[src/rtl/sdma_pkg.sv]
package sdma_pkg;

    localparam logic [7:0] OFF_SYS = 8'h00;
    localparam logic [7:0] OFF_BLK = 8'h04;
    localparam logic [7:0] OFF_STS = 8'h30;

    localparam int unsigned STS_DONE_BIT = 1;
    localparam int unsigned STS_DMA_BIT  = 3;
    localparam int unsigned BND_BASE_LOG2 = 12;

    typedef enum logic [1:0] {
        XS_IDLE  = 2'd0,
        XS_RUN   = 2'd1,
        XS_PAUSE = 2'd2
    } xfer_state_e;

    // Bits 14:12 = boundary code, bits 11:0 = block length in bytes.
    typedef struct packed {
        logic [2:0]  bnd_code;
        logic [11:0] blen;
    } blk_cfg_t;

    typedef struct packed {
        logic done;
        logic pause;
    } xfer_evt_t;

    // Low-bit mask of one boundary window: (4 KiB << code) - 1.
    function automatic logic [63:0] bound_mask(input logic [2:0] code);
        logic [63:0] span;
        span = 64'd1 << (BND_BASE_LOG2 + int'(code));
        return span - 64'd1;
    endfunction

endpackage

[src/rtl/sdma_regfile.sv]
module sdma_regfile
    import sdma_pkg::*;
#(
    parameter int unsigned ADDR_W = 32,
    parameter int unsigned CNT_W  = 16
) (
    input  logic              clk,
    input  logic              rst,
    input  logic [7:0]        off,
    input  logic              reg_wr,
    input  logic [15:0]       wdata_lo,
    input  logic              idle,
    input  logic [ADDR_W-1:0] cur_addr,
    input  logic [CNT_W-1:0]  blk_cnt,
    input  xfer_evt_t         evt,
    output logic              wr_sys,
    output logic              wr_blk,
    output blk_cfg_t          cfg,
    output logic [31:0]       rdata,
    output logic              irq
);

    blk_cfg_t cfg_q;
    logic     done_q;
    logic     dma_q;
    logic     wr_sts;
    logic     unused_wd;

    assign unused_wd = wdata_lo[15];

    assign wr_sys = reg_wr && (off == OFF_SYS);
    assign wr_blk = reg_wr && (off == OFF_BLK);
    assign wr_sts = reg_wr && (off == OFF_STS);

    always_ff @(posedge clk) begin
        if (rst) begin
            cfg_q  <= '0;
            done_q <= 1'b0;
            dma_q  <= 1'b0;
        end else begin
            if (wr_blk && idle) begin
                cfg_q <= blk_cfg_t'(wdata_lo[14:0]);
            end
            // Setting beats clearing in the same cycle.
            if (evt.done) begin
                done_q <= 1'b1;
            end else if (wr_sts && wdata_lo[STS_DONE_BIT]) begin
                done_q <= 1'b0;
            end
            if (evt.pause) begin
                dma_q <= 1'b1;
            end else if (wr_sts && wdata_lo[STS_DMA_BIT]) begin
                dma_q <= 1'b0;
            end
        end
    end

    always_comb begin
        rdata = '0;
        unique case (off)
            OFF_SYS: rdata = 32'(cur_addr);
            OFF_BLK: rdata = (32'(blk_cnt) << 16) | 32'(cfg_q);
            OFF_STS: begin
                rdata[STS_DONE_BIT] = done_q;
                rdata[STS_DMA_BIT]  = dma_q;
            end
            default: rdata = '0;
        endcase
    end

    assign cfg = cfg_q;
    assign irq = done_q | dma_q;

    // completion flag only rises after a completion event
    p_done_cause_r6: assert property (@(posedge clk) disable iff (rst)
        $rose(done_q) |-> $past(evt.done));

    // DMA flag only rises after a boundary pause event
    p_pause_cause_r7: assert property (@(posedge clk) disable iff (rst)
        $rose(dma_q) |-> $past(evt.pause));

    // the final word never also raises the DMA flag
    p_done_no_pause_r9: assert property (@(posedge clk) disable iff (rst)
        evt.done |=> !$rose(dma_q));

endmodule

[src/rtl/sdma_xfer_ctrl.sv]
module sdma_xfer_ctrl
    import sdma_pkg::*;
#(
    parameter int unsigned ADDR_W = 32,
    parameter int unsigned DATA_W = 32,
    parameter int unsigned CNT_W  = 16
) (
    input  logic              clk,
    input  logic              rst,
    input  logic              wr_sys,
    input  logic              wr_blk,
    input  logic [31:0]       wdata,
    input  blk_cfg_t          cfg,
    input  logic              buf_valid,
    output logic              buf_ready,
    output logic              accept,
    output logic [ADDR_W-1:0] cur_addr,
    output logic [CNT_W-1:0]  blk_cnt,
    output logic              idle,
    output xfer_evt_t         evt
);

    localparam int unsigned STEP = DATA_W / 8;

    xfer_state_e       state;
    logic [ADDR_W-1:0] addr_q;
    logic [CNT_W-1:0]  cnt_q;
    logic [11:0]       byte_q;

    logic [ADDR_W-1:0] next_addr;
    logic [ADDR_W-1:0] win_mask;
    logic              blk_end;
    logic              last_word;
    logic              at_bnd;
    logic [CNT_W-1:0]  new_cnt;

    assign new_cnt   = CNT_W'(wdata[31:16]);
    assign buf_ready = (state == XS_RUN);
    assign accept    = buf_ready && buf_valid;
    assign next_addr = addr_q + ADDR_W'(STEP);
    assign win_mask  = ADDR_W'(bound_mask(cfg.bnd_code));
    assign at_bnd    = ((next_addr & win_mask) == '0);
    assign blk_end   = ({1'b0, byte_q} + 13'(STEP)) >= {1'b0, cfg.blen};
    assign last_word = blk_end && (cnt_q == CNT_W'(1));

    assign evt.done  = accept && last_word;
    assign evt.pause = accept && !last_word && at_bnd;

    always_ff @(posedge clk) begin
        if (rst) begin
            state  <= XS_IDLE;
            addr_q <= '0;
            cnt_q  <= '0;
            byte_q <= '0;
        end else begin
            unique case (state)
                XS_IDLE: begin
                    if (wr_sys) begin
                        addr_q <= wdata[ADDR_W-1:0];
                    end
                    if (wr_blk) begin
                        cnt_q  <= new_cnt;
                        byte_q <= '0;
                        if (new_cnt != '0) begin
                            state <= XS_RUN;
                        end
                    end
                end
                XS_RUN: begin
                    if (accept) begin
                        addr_q <= next_addr;
                        if (blk_end) begin
                            byte_q <= '0;
                            cnt_q  <= cnt_q - CNT_W'(1);
                        end else begin
                            byte_q <= byte_q + 12'(STEP);
                        end
                        if (last_word) begin
                            state <= XS_IDLE;
                        end else if (at_bnd) begin
                            state <= XS_PAUSE;
                        end
                    end
                end
                XS_PAUSE: begin
                    if (wr_sys) begin
                        addr_q <= wdata[ADDR_W-1:0];
                        state  <= XS_RUN;
                    end
                end
                default: state <= XS_IDLE;
            endcase
        end
    end

    assign cur_addr = addr_q;
    assign blk_cnt  = cnt_q;
    assign idle     = (state == XS_IDLE);

    // each taken word moves the address by one word
    p_step_r4: assert property (@(posedge clk) disable iff (rst)
        accept |=> (cur_addr == $past(cur_addr) + ADDR_W'(STEP)));

    // a pause holds the address until software writes it
    p_pause_freeze_r7: assert property (@(posedge clk) disable iff (rst)
        (state == XS_PAUSE && !wr_sys) |=> ($stable(cur_addr) && state == XS_PAUSE));

    // an active transfer always has blocks left
    p_run_cnt_r5: assert property (@(posedge clk) disable iff (rst)
        (state != XS_IDLE) |-> (blk_cnt != '0));

    // completion returns the engine to idle
    p_done_idle_r6: assert property (@(posedge clk) disable iff (rst)
        evt.done |=> idle);

endmodule

[src/rtl/sdma_wr_port.sv]
module sdma_wr_port #(
    parameter int unsigned ADDR_W = 32,
    parameter int unsigned DATA_W = 32
) (
    input  logic              clk,
    input  logic              rst,
    input  logic              accept,
    input  logic [ADDR_W-1:0] addr_i,
    input  logic [DATA_W-1:0] data_i,
    output logic              mem_wr_valid,
    output logic [ADDR_W-1:0] mem_wr_addr,
    output logic [DATA_W-1:0] mem_wr_data
);

    always_ff @(posedge clk) begin
        if (rst) begin
            mem_wr_valid <= 1'b0;
            mem_wr_addr  <= '0;
            mem_wr_data  <= '0;
        end else begin
            mem_wr_valid <= accept;
            if (accept) begin
                mem_wr_addr <= addr_i;
                mem_wr_data <= data_i;
            end
        end
    end

    // a write request follows a taken word and carries its address
    p_wr_follow_r4: assert property (@(posedge clk) disable iff (rst)
        accept |=> (mem_wr_valid && mem_wr_addr == $past(addr_i)));

    // no write request without a taken word
    p_wr_needs_accept_r7: assert property (@(posedge clk) disable iff (rst)
        mem_wr_valid |-> $past(accept));

endmodule

[src/rtl/sdma_engine.sv]
module sdma_engine
    import sdma_pkg::*;
#(
    parameter int unsigned REG_AW = 16,
    parameter int unsigned ADDR_W = 32,
    parameter int unsigned DATA_W = 32,
    parameter int unsigned CNT_W  = 16
) (
    input  logic              clk,
    input  logic              rst,
    input  logic [REG_AW-1:0] reg_addr,
    input  logic              reg_wr,
    input  logic [31:0]       reg_wdata,
    output logic [31:0]       reg_rdata,
    input  logic              buf_valid,
    input  logic [DATA_W-1:0] buf_data,
    output logic              buf_ready,
    output logic              mem_wr_valid,
    output logic [ADDR_W-1:0] mem_wr_addr,
    output logic [DATA_W-1:0] mem_wr_data,
    output logic              irq
);

    logic              unused_addr_hi;
    logic              wr_sys;
    logic              wr_blk;
    logic              idle;
    logic              accept;
    logic [ADDR_W-1:0] cur_addr;
    logic [CNT_W-1:0]  blk_cnt;
    blk_cfg_t          cfg;
    xfer_evt_t         evt;

    // The 256-byte window repeats; upper address bits are not decoded.
    assign unused_addr_hi = ^reg_addr[REG_AW-1:8];

    sdma_regfile #(
        .ADDR_W (ADDR_W),
        .CNT_W  (CNT_W)
    ) regs_i (
        .clk      (clk),
        .rst      (rst),
        .off      (reg_addr[7:0]),
        .reg_wr   (reg_wr),
        .wdata_lo (reg_wdata[15:0]),
        .idle     (idle),
        .cur_addr (cur_addr),
        .blk_cnt  (blk_cnt),
        .evt      (evt),
        .wr_sys   (wr_sys),
        .wr_blk   (wr_blk),
        .cfg      (cfg),
        .rdata    (reg_rdata),
        .irq      (irq)
    );

    sdma_xfer_ctrl #(
        .ADDR_W (ADDR_W),
        .DATA_W (DATA_W),
        .CNT_W  (CNT_W)
    ) ctrl_i (
        .clk       (clk),
        .rst       (rst),
        .wr_sys    (wr_sys),
        .wr_blk    (wr_blk),
        .wdata     (reg_wdata),
        .cfg       (cfg),
        .buf_valid (buf_valid),
        .buf_ready (buf_ready),
        .accept    (accept),
        .cur_addr  (cur_addr),
        .blk_cnt   (blk_cnt),
        .idle      (idle),
        .evt       (evt)
    );

    sdma_wr_port #(
        .ADDR_W (ADDR_W),
        .DATA_W (DATA_W)
    ) wport_i (
        .clk          (clk),
        .rst          (rst),
        .accept       (accept),
        .addr_i       (cur_addr),
        .data_i       (buf_data),
        .mem_wr_valid (mem_wr_valid),
        .mem_wr_addr  (mem_wr_addr),
        .mem_wr_data  (mem_wr_data)
    );

    // irq only while a status bit is pending
    p_irq_idle_r10: assert property (@(posedge clk) disable iff (rst)
        (irq && !$past(irq)) |-> $past(evt.done || evt.pause));

endmodule

[config.mk]
export PLATFORM = sky130hd
export DESIGN_NAME = sdma_engine
export DESIGN_NICKNAME = d
export VERILOG_FILES = /design/src/rtl/sdma_pkg.sv /design/src/rtl/sdma_regfile.sv /design/src/rtl/sdma_xfer_ctrl.sv /design/src/rtl/sdma_wr_port.sv /design/src/rtl/sdma_engine.sv
export SDC_FILE = /design/constraint.sdc
export NUM_CORES = 1
export LEC_CHECK = 0
export BUFFER_PORTS_ARGS = -buffer_cell sky130_fd_sc_hd__clkbuf_2
export CAP_MARGIN = 5
export CORE_MARGIN = 2
export CORE_UTILIZATION = 49
export CTS_BUF_LIST = sky130_fd_sc_hd__clkbuf_16
export CTS_CLUSTER_DIAMETER = 150
export DETAILED_ROUTE_END_ITERATION = 12
export PLACE_DENSITY = 0.79
export SYNTH_ARGS = -nofsm -noshare
export SYNTH_HDL_FRONTEND = slang
export SYNTH_SLANG_ARGS = --single-unit
export TNS_END_PERCENT = 5
[constraint.sdc]
create_clock -name clk -period 3.2 [get_ports clk]
set_clock_uncertainty 0.15 [all_clocks]
set_input_delay 0.16 -clock clk [delete_from_list [all_inputs] [get_ports clk]]
set_output_delay 0.16 -clock clk [all_outputs]
set_load 0.005 [all_outputs]
# Yosys cells after proc, flatten, opt, wreduce, memory -nomap -nowiden
# Index checks and enable logic that the tools add are counted.
[totals]
reg_bits = 144
input_bits = 84
output_inout_bits = 99
wordCells = 86
[classes]
n_addsub = 6
magnitude_cmp = 1
eq_ne = 12
shift = 1
n_mux = 27
bitwise_logic = 3
reduce_logical = 25
[ops]
columns = ["op", "count"]
rows = [
  ["two-way mux 32 bit", 2],
  ["one-hot mux 32 bit (2 select lines)", 1],
  ["one-hot mux 28 bit (2 select lines)", 1],
  ["two-way mux 16 bit", 3],
  ["two-way mux 12 bit", 3],
  ["adder 32 x 3 -> 32 bit, second input constant", 1],
  ["AND 32 bit", 1],
  ["zero test 32 bit", 1],
  ["OR 32 x 15 -> 32 bit", 1],
  ["one-hot mux 16 bit (2 select lines)", 1],
  ["<< shifter 1 x 32 -> 32 bit, first input constant", 1],
  ["subtractor 32 x 1 -> 32 bit, second input constant", 1],
  ["one-hot mux 12 bit (2 select lines)", 1],
  ["== test 16 x 1 -> 1 bit, second input constant", 1],
  ["nonzero test 16 bit", 1],
  ["subtractor 16 x 1 -> 16 bit, second input constant", 1],
  ["adder 12 x 3 -> 13 bit, second input constant", 1],
  ["greater-or-equal comparator 13 x 12 -> 1 bit", 1],
  ["adder 12 x 3 -> 12 bit, second input constant", 1],
  ["two-way mux 2 bit", 6],
  ["logical AND 1 bit", 11],
  ["== test 8 x 3 -> 1 bit, second input constant", 1],
  ["== test 8 x 6 -> 1 bit, second input constant", 1],
  ["zero test 8 bit", 1],
  ["other kinds (18)", 31],
]

# Longest topological paths before layout
# Gate-level depths: netlist of run 1.
[depth]
word_depth = 9
mapped_depth = 14
depth_no_buf = 13

# By module
# A second synthesis of run 1 with hierarchy kept.
[unflattened]
hier_cells = 928
area_unflattened_um2 = 7918.8
[modules_own_cells]
columns = ["mod", "instances", "cells_per_inst", "area_per_inst_um2", "seq_area_each_um2"]
rows = [
  ["sdma_xfer_ctrl", 1, 592, 4440.5, 1201.2],
  ["sdma_wr_port", 1, 208, 2311.0, 1301.2],
  ["sdma_regfile", 1, 128, 1167.4, 340.3],
]

# Worst setup path after synthesis of run 1
# Ideal clock, no wire load.
[synth_path]
path_type = "register -> register"
start = "reg ctrl_i.byte_q[2]"
end = "reg ctrl_i.cnt_q[10] (netlist: ctrl_i.blk_cnt[10])"
setup_time_ns = 0.128
arrival_time_ns = 3.069
t_required_ns = 2.922
path_slack_ns = -0.147
path_stages_with_launch = 14
n_path_buf = 0
synth_period_minus_slack_ns = 3.347
cell_sequence = "dfxtp_1 ha_1 nand3_1 nor2_1 nand3_1 xnor2_1 ha_1 a21o_1 a21o_1 a311oi_1 nand2_1 nand2_1 a2bb2oi_1 nor2_1"
[synth_between]
elab_chain_cells = 4
[synth_rtl]
columns = ["element", "line_no", "source"]
rows = [
  ["start, declared", "sdma_xfer_ctrl.sv:28", "logic [11:0] byte_q;"],
  ["start signal, assigned", "sdma_xfer_ctrl.sv:76", "byte_q <= byte_q + 12'(STEP);"],
  ["adder 12 x 3 -> 13 bit", "sdma_xfer_ctrl.sv:43", "assign blk_end = ({1'b0, byte_q} + 13'(STEP)) >= {1'b0, cfg.blen};"],
  ["greater-or-equal comparator 13 x 12 -> 1 bit", "sdma_xfer_ctrl.sv:43", ""],
  ["!= test 2 bit (no source line)", "n/a", ""],
  ["AND reduction 4 bit (no source line)", "n/a", ""],
  ["end signal, assigned", "sdma_xfer_ctrl.sv:62", "cnt_q <= new_cnt;"],
  ["end signal, assigned", "sdma_xfer_ctrl.sv:74", "cnt_q <= cnt_q - CNT_W'(1);"],
  ["end, declared", "sdma_xfer_ctrl.sv:27", "logic [CNT_W-1:0] cnt_q;"],
]
# No other way between the ends.
# A chain may end at the register's enable or synchronous reset.

# Worst setup path after layout of run 1
[layout_path]
start = "reg ctrl_i.byte_q[2]"
end = "reg regs_i.dma_q"
[layout_between]
elab_chain_cells = 7
elab_cells_between_ends = 8
classes_between = "add/sub (1); order compare (1); mux (1); reduce/logical (5)"
[layout_rtl]
columns = ["element", "line_no", "source"]
rows = [
  ["adder 12 x 3 -> 13 bit *", "sdma_xfer_ctrl.sv:43", ""],
  ["greater-or-equal comparator 13 x 12 -> 1 bit *", "sdma_xfer_ctrl.sv:43", ""],
  ["logical AND 1 bit *", "sdma_xfer_ctrl.sv:44", "assign last_word = blk_end && (cnt_q == CNT_W'(1));"],
  ["zero test 1 bit *", "sdma_xfer_ctrl.sv:47", "assign evt.pause = accept && !last_word && at_bnd;"],
  ["logical AND 1 bit * (2 in a row)", "sdma_xfer_ctrl.sv:47", ""],
  ["two-way mux 1 bit or nonzero test 2 bit (tied branches)", "n/a", ""],
  ["end signal, assigned", "sdma_regfile.sv:39", "dma_q <= 1'b0;"],
  ["end signal, assigned", "sdma_regfile.sv:51", "dma_q <= 1'b1;"],
  ["end signal, assigned", "sdma_regfile.sv:53", "dma_q <= 1'b0;"],
  ["end, declared", "sdma_regfile.sv:25", "logic dma_q;"],
]
# Every way passes the cells marked *; elsewhere a longest branch is shown, timed or not.

==> metrics.md, run 1 <==
| Metric | Value |
|---|---|
| Reg2reg start | ctrl_i.byte_q[2] |
| Clock slew at reported path FFs | 0.06 ns |
| Top achievable clock speed | 0.3263 GHz |
| Grt ovf | 0 |
| I/O Pins | 183 |
| WL met2 | 11.72 mm |
| Status | finished, final reports clean |
| Fin Hold WS | 0.01931 ns |
| Register area | 0.002845 mm^2 |
| Mapped Area | 0.007481 mm^2 |
| Crit path buffers/inverters | 0 |
| DRC | 0 |
| P_leak | 3.832 nW |
| Share of layout cells above drive strength 1 | 0.2179 |
| CTS buffer count | 17 |
| Initial Utilization | 0.4976 |
| Syn_area_per_cell | 7.334 um^2 |
| CTS Root Cell | clkbuf_16 |
| Critical path's slowest cell | or4_1 |
| WP data arrival | 3.27 ns |
| Initial DRC Count | 830 |
| Core Footprint | 0.01503 mm^2 |
| Diode count | 0 |
| Slew Viols, Final | 0 |
| #FFs+latches synth | 142 |
| Endpoints failing hold | 0 |
| Post-Synthesis Cells | 1,020 |
| Clock sinks | 142 |
| Final Critical Period | 3.064 ns |
| Ys async rst share | 0 |
| Largest net degree at the start of global routing | 84 |
| RSZ-0062 raised after global routing | yes |
| Initial antenna violation count | 0 |
| Die Area | 0.01627 mm^2 |
| Netlist cell types | 66 |
| Worst-path maximum fanout | 4 |
| CP Launch Type | flip-flop |
| Number of global-route vias before repair | 7,643 |
| Hold Path Class | primary input to flip-flop |
| Hold path start | reg_addr[1] |
| Post-synth EDFFs | 0 |
| Synthesized Nets | 1,118 |
| Number of synthesis warnings | 0 |
| Drt first pass iters | 6 |
| Post-route ant nets | 0 |
| Routed WL per cell | 16.89 um |
| First-pass GRT wire length | 38.03 mm |
| Final WL | 24.25 mm |
| Net count, final | 1,333 |
| Area Growth Syn to Fin | 31.71% |
| IO Port Bufs | 174 |
| Worst vdd rail ir drop | 0.3670 mV |
| CTS tree | done |
| Max-capacitance violation count | 0 |
| Relative slew slack | 0.3788 |
| Worst skew pair latency | 0.44 ns |
| Final instance area | 0.009853 mm^2 |
| Die Ht | 127.6 um |
| Vias/cell | 5.776 |
| Fillcell total | 1,254 |
| Setup_tns | 0 ns |
| Final setup violating endpoints | 0 |
| # rows | 45 |
| Worst path cell trace | ha_2 > nand3_1 > nor2_1 > nand3_1 > xnor2_1 > ha_1 > a21o_1 > a21o_1 > a31oi_1 > and2_4 > nor4_2 > or4_1 > o21ai_0 |
| Post-synthesis sequential area ratio | 0.3800 |
| Dpl hpwl | 15.56 mm |
| Wire length on met3 | 2.023 mm |
| Total number of vias | 8,294 |
| CP peak stage delay | 0.48 ns |
| CP top delay family | simple AND/OR/NAND/NOR gates |
| Die Wd | 127.6 um |
| PD cells | 416.3 mW/mm^2 |
| Met1 WL | 9.842 mm |
| Worst setup path startpoint | ctrl_i.byte_q[2] |
| Max Used Layer | met4 |
| RePlAce Congestion | 0.8915 |
| Total power | 4.102 mW |
| Worst setup EP type | flip-flop |
| Area occupied by multi-input gates | 0.004300 mm^2 |
| Worst path required time | 3.41 ns |
| Overall Global Routing Usage | 0.2916 |
| Prevailing post-synth register cell | dfxtp_1 |
| CTS H-tree depth | 4 |
| Longest Clk Path Bufs | 2 |
| CP Class | flip-flop to flip-flop |
| Tcrit/Tclk final | 0.9576 |
| Area after DPL | 0.008542 mm^2 |
| Worst slew pin tran | 0.9318 ns |
## logic make-up after synthesis
group / after synthesis / synth area share
flip-flops: 142 / 0.3800
AO/OA/AOI/OAI: 255 / 0.2049
AND/OR/NAND/NOR: 457 / 0.2688
buffers and inverters: 99 / 0.05402
multiplexers: 38 / 0.05135
adder cells (fa/ha/maj): 14 / 0.02342
XOR/XNOR: 15 / 0.01756
## worst reg2reg max path: stages (launching register included)
cell and delay [ns]:
dfxtp_1 0.35, ha_2 0.21, nand3_1 0.11, nor2_1 0.14
nand3_1 0.15, xnor2_1 0.16, ha_1 0.28, a21o_1 0.19
a21o_1 0.20, a31oi_1 0.17, and2_4 0.18, nor4_2 0.05
or4_1 0.48, o21ai_0 0.16
## registers in the layout, indices dropped and copies added (netlist names)
| name | cells |
|---|---|
| regs_i.cfg | 15 |
| regs_i.dma_q | 1 |
| ctrl_i.blk_cnt | 16 |
| regs_i.done_q | 1 |
| wport_i.mem_wr_data | 32 |
| ctrl_i.state | 2 |
| ctrl_i.cur_addr | 32 |
| ctrl_i.byte_q | 10 |
| wport_i.mem_wr_addr | 32 |
| wport_i.mem_wr_valid | 1 |
## metrics by stage
stage	util	std cells	setup WS, ns
3_3_place_gp	0.5682	1339	0.1117
5_1_grt	0.6554	1436	-0.02495
2_1_floorplan	-	1020	-0.1223
6_report	0.6554	1436	0.1356
3_5_place_dp	0.5682	1339	0.06647
4_1_cts	0.6519	1435	0.01995
## worst paths after layout
check | cells after the start | slack [ns] | to
min reg2reg | 2 | 0.30 | wport_i.mem_wr_addr[30]
max | 13 | 0.14 | regs_i.dma_q
min | 5 | 0.02 | regs_i.dma_q
max reg2reg | 13 | 0.14 | regs_i.dma_q
## synthesized netlist by cell type (all sizes together) (3+ instances only)
| cell | instances | area share |
|---|---|---|
| nand2 | 248 | 0.12 |
| dfxtp | 142 | 0.38 |
| a21oi | 128 | 0.087 |
| nor2 | 82 | 0.041 |
| clkbuf | 63 | 0.032 |
| o21ai | 41 | 0.027 |
| mux2i | 35 | 0.047 |
| nand3 | 34 | 0.023 |
| nor3 | 28 | 0.019 |
| inv | 20 | 0.010 |
| a22oi | 19 | 0.019 |
| buf | 15 | 0.012 |
| and3 | 14 | 0.012 |
| ha | 14 | 0.023 |
| nor4 | 13 | 0.015 |
| a31oi | 11 | 0.0092 |
| a211oi | 9 | 0.0090 |
| and2 | 8 | 0.0067 |
| nand4 | 8 | 0.0067 |
| xnor2 | 8 | 0.0094 |
| xor2 | 7 | 0.0082 |
| or3 | 6 | 0.0050 |
| a21o | 5 | 0.0050 |
| a2bb2oi | 5 | 0.0059 |
| o22ai | 4 | 0.0033 |
| o41ai | 4 | 0.0047 |
| a2111oi | 3 | 0.0035 |
| mux2 | 3 | 0.0045 |
| o31ai | 3 | 0.0030 |
| or4 | 3 | 0.0030 |
## final cells by class
type | count | area share
flip-flops and latches | 142 | 0.2888
multi-input cells | 780 | 0.4364
clock inverters | 15 | 0.01943
inverters | 21 | 0.008000
clock buffers | 17 | 0.04317
repair buffers | 273 | 0.1803
well taps | 188 | 0.02387
## timing repair
item / CTS / global route
endpoints found under the setup margin: 0 / 28
gates resized for setup: 0 / 13
setup buffers: 0 / 0
hold buffers: 64 / 0
endpoints found under the hold margin: 87 / 0
## layer usage
layer,vias to the layer above,global-route usage
met4,0,0.1041
met3,64,0.08124
met2,413,0.4835
met1,3835,0.3642
met5,-,0
li1,3982,-
## where the power goes
part,switching (mW),internal (mW),total (mW)
Clock,0.906,1.19,2.10
Combinational,0.117,0.113,0.229
Sequential,0.00356,1.77,1.77
Total,1.03,3.08,4.10
## cell usage in the layout (no fill, tap or decap), types with 8 or more instances in the layout
cell	n
nor2_1	81
xnor2_1	8
ha_1	13
o21ai_0	41
a31oi_1	11
mux2i_1	35
buf_4	36
nor4_1	9
clkbuf_2	173
dfxtp_1	140
a211oi_1	9
and3_1	14
clkbuf_16	17
a21oi_1	126
a22oi_1	19
nand4_1	8
nand2_1	244
dlygate4sd3_1	64
nor3_1	26
nand3_1	34
inv_1	20
(Power assumes the default switching activity.)
==> inputs of run 2 (changes only) <==
--- a/config.mk
+++ b/config.mk
@@ -5,6 +5,7 @@
 export SDC_FILE = /design/constraint.sdc
 export NUM_CORES = 1
 export LEC_CHECK = 0
+export ABC_AREA = 1
 export BUFFER_PORTS_ARGS = -buffer_cell sky130_fd_sc_hd__clkbuf_2
 export CAP_MARGIN = 5
 export CORE_MARGIN = 2
==> run 2 against run 1 <==
  * First-iteration DRC count is 5.4% higher
  * Sequential power is 23% higher
  * Flip-flop and latch count stayed put
  * Worst setup slack better by 0.15 ns
  * Power is 45% higher
  * Clock-buffer cell count stayed put
  * Core utilization is 1.4 points lower
  * Clock power is 2% lower
  * Critical endpoint is now ctrl_i.blk_cnt[13]
==> metrics.md, run 2 <==
| Metric | Value |
|---|---|
| First-pass GRT wire length | 38.38 mm |
| CTS tree | done |
| Max-capacitance violation count | 0 |
| WP data arrival | 3.04 ns |
| Die Wd | 128.8 um |
| Final setup violating endpoints | 0 |
| Worst skew pair latency | 0.43 ns |
| Post-Synthesis Cells | 1,066 |
| Reg2reg setup slack | 0.28 ns |
| Tcrit/Tclk final | 0.9111 |
| Switching Fraction | 0.3570 |
| Top cells by count, synth | 243 x nand2_1, 142 x dfxtp_1, 134 x a21oi_1 |
| # rows | 45 |
| Top post-synthesis cells by area | dfxtp_1 37%, nand2_1 12%, a21oi_1 8.8% |
| CTS H-tree depth | 4 |
| Routed WL per cell | 16.40 um |
| Setup_tns | 0 ns |
| Prevailing post-synth register cell | dfxtp_1 |
| Vias/cell | 5.666 |
| Number of global-route vias before repair | 7,711 |
| CTS buffer count | 17 |
| Endpoints failing hold | 0 |
| Synthesized Nets | 1,164 |
| Initial antenna violation count | 0 |
| Worst setup EP type | flip-flop |
| Net count, final | 1,373 |
| Critical path's slowest cell | dfxtp_1 |
| Die Area | 0.01659 mm^2 |
| Post-route ant nets | 0 |
| Layout Cells excl Fill | 1,478 |
| RePlAce Congestion | 0.9421 |
| DRC | 0 |
| Syn_area_per_cell | 7.160 um^2 |
| Yosys top cell area share | 0.3725 |
| Cell taking the most area after synthesis | dfxtp_1 |
| Initial Utilization | 0.5021 |
| CP Class | flip-flop to flip-flop |
| Clock power share | 0.346 |
| Total number of vias | 8,375 |
| Post-synth EDFFs | 0 |
| Area Growth Syn to Fin | 27.67% |
| Core Footprint | 0.01520 mm^2 |
| Relative slew slack | 0.3673 |
| Commonest non-fill, non-tap cell in the layout | nand2_1 |
| Post-CTS sizing | 0 |
| IO Port Bufs | 174 |
| Die Ht | 128.8 um |
| PD cells | 611.8 mW/mm^2 |
| Worst vdd rail ir drop | 0.4995 mV |
| Utilization after layout | 0.6410 |
| Top achievable clock speed | 0.3430 GHz |
| Clock sinks | 142 |
| Logic pwr share | 0.289 |
| Fin Hold WS | 0.04000 ns |
| RSZ-0062 raised after global routing | no |
| Clock slew at reported path FFs | 0.06 ns |
| Crit path buffers/inverters | 1 |
| Netlist cell types | 52 |
| Commonest non-fill, non-tap cells in the layout | 243 x nand2_1, 174 x clkbuf_2, 142 x dfxtp_1 |
| Fillcell total | 1,279 |
| Drt first pass iters | 5 |
| Worst path required time | 3.32 ns |
| Worst slew pin tran | 0.9479 ns |
| Overall Global Routing Usage | 0.2902 |
| Dpl hpwl | 16.09 mm |
| Final WL | 24.24 mm |
| Status | finished, final reports clean |
| Share of layout cells above drive strength 1 | 0.2197 |
| Setup repair bufs after CTS | 0 |
| Worst path cell trace | ha_1 > nand3_2 > nor2_2 > nand2_1 > xor2_1 > ha_1 > a21oi_1 > nor2_1 > nor3_1 > nand3_2 > nand2_4 > inv_2 > o211ai_1 > a21oi_1 |
| CP Launch Type | flip-flop |
| Ys async rst share | 0 |
| CP top delay family | simple AND/OR/NAND/NOR gates |
| Slew Viols, Final | 0 |
| Grt ovf | 0 |
| Count leader, synth | nand2_1 |
| Int Power | 3.833 mW |
| I/O Pins | 183 |
| P_leak | 4.038 nW |
| Initial DRC Count | 875 |
| Final Critical Period | 2.915 ns |
| Net Sw Power | 2.128 mW |
| Longest Clk Path Bufs | 2 |
| Worst-path maximum fanout | 16 |
| Largest net degree at the start of global routing | 74 |
| Post-Place Cells | 1,381 |
| Number of synthesis warnings | 0 |
| Post-synthesis sequential area ratio | 0.3725 |
| CTS Root Cell | clkbuf_16 |
| Mapped Area | 0.007632 mm^2 |
| Hold Path Class | primary input to flip-flop |
| CP peak stage delay | 0.37 ns |
| #FFs+latches synth | 142 |
| Flop pwr share | 0.366 |
-- run 2: cell count changes in the layout (fill, tap and decap cells not counted), moves of 11 or more --
cell and change:
o22ai_1 +18, mux2i_1 -35, buf_4 -27, nor3_1 -20, nor2_2 +11, nor2_1 -17
inv_1 +75, o21ai_0 +45, and3_1 -14, a22oi_1 -19
-- run 2: power by group through the flow --
| stage | sequential, mW | clock (mW) | combinational [mW] |
|---|---|---|---|
| after floorplan | 2.16 | 0 | 1.23 |
| after global placement | 2.21 | 0 | 1.57 |
| after detailed placement | 2.21 | 0 | 1.61 |
| after CTS | 2.17 | 2.07 | 1.69 |
| after global routing | 2.21 | 2.15 | 1.92 |
| final | 2.18 | 2.06 | 1.72 |
-- run 2: kinds of logic after synthesis --
| logic type | Yosys count | synth area share |
|---|---|---|
| XOR/XNOR | 18 | 0.02066 |
| buffers and inverters | 163 | 0.09475 |
| adder cells (fa/ha/maj) | 14 | 0.02295 |
| AND/OR/NAND/NOR | 432 | 0.2697 |
| AO/OA/AOI/OAI | 297 | 0.2195 |
| flip-flops | 142 | 0.3725 |
-- run 2: timing repair --
action,4_1_cts,5_1_grt
setup endpoints to repair,0,0
hold endpoints to repair,82,0
hold buffers,63,0
-- run 2: path summary, 6_finish.rpt --
check	startpoint	endpoint	cells after the start
setup / recovery	ctrl_i.byte_q[3]	ctrl_i.blk_cnt[13]	14
hold / removal	reg_wdata[23]	ctrl_i.blk_cnt[7]	5
setup reg to reg	ctrl_i.byte_q[3]	ctrl_i.blk_cnt[13]	14
hold reg to reg	wport_i.mem_wr_addr[7]	wport_i.mem_wr_addr[7]	2
-- run 2: area by class of cell --
class / count / area [um^2] / area share
Antenna cell: 2 / 5.005 / 0.0005136
Sequential cell: 142 / 2843 / 0.2917
Tap cell: 188 / 235.2 / 0.02414
Multi-Input combinational cell: 761 / 4066 / 0.4173
Inverter: 106 / 397.9 / 0.04083
Clock inverter: 15 / 182.7 / 0.01875
Clock buffer: 17 / 425.4 / 0.04366
Timing Repair Buffer: 247 / 1589 / 0.1631
-- run 2: stage by stage --
stage               setup slack [ns]  total power [mW]  cell area [um^2]
floorplan                     0.6390             3.399              7632
global placement              0.4168             3.780              8501
detailed placement            0.2956             3.815              8501
CTS                           0.2971             5.930              9739
global route                 0.03546             6.278              9739
finish                        0.2846             5.961              9744
-- run 2: tightest hold or removal path, delay by kind of cell --
kind,cells,cell delay (ns)
buffers and inverters,2,0.20
AOI/OAI and AO/OA,3,0.21
-- run 2: layer usage --
layer,part of all wire,up-vias,wire [um],GRT usage
li1,-,4008,-,-
met1,0.40,3781,9803,0.3644
met2,0.46,486,11160,0.4600
met3,0.089,100,2158,0.06694
met4,0.046,0,1118,0.1637
met5,0,-,0,0
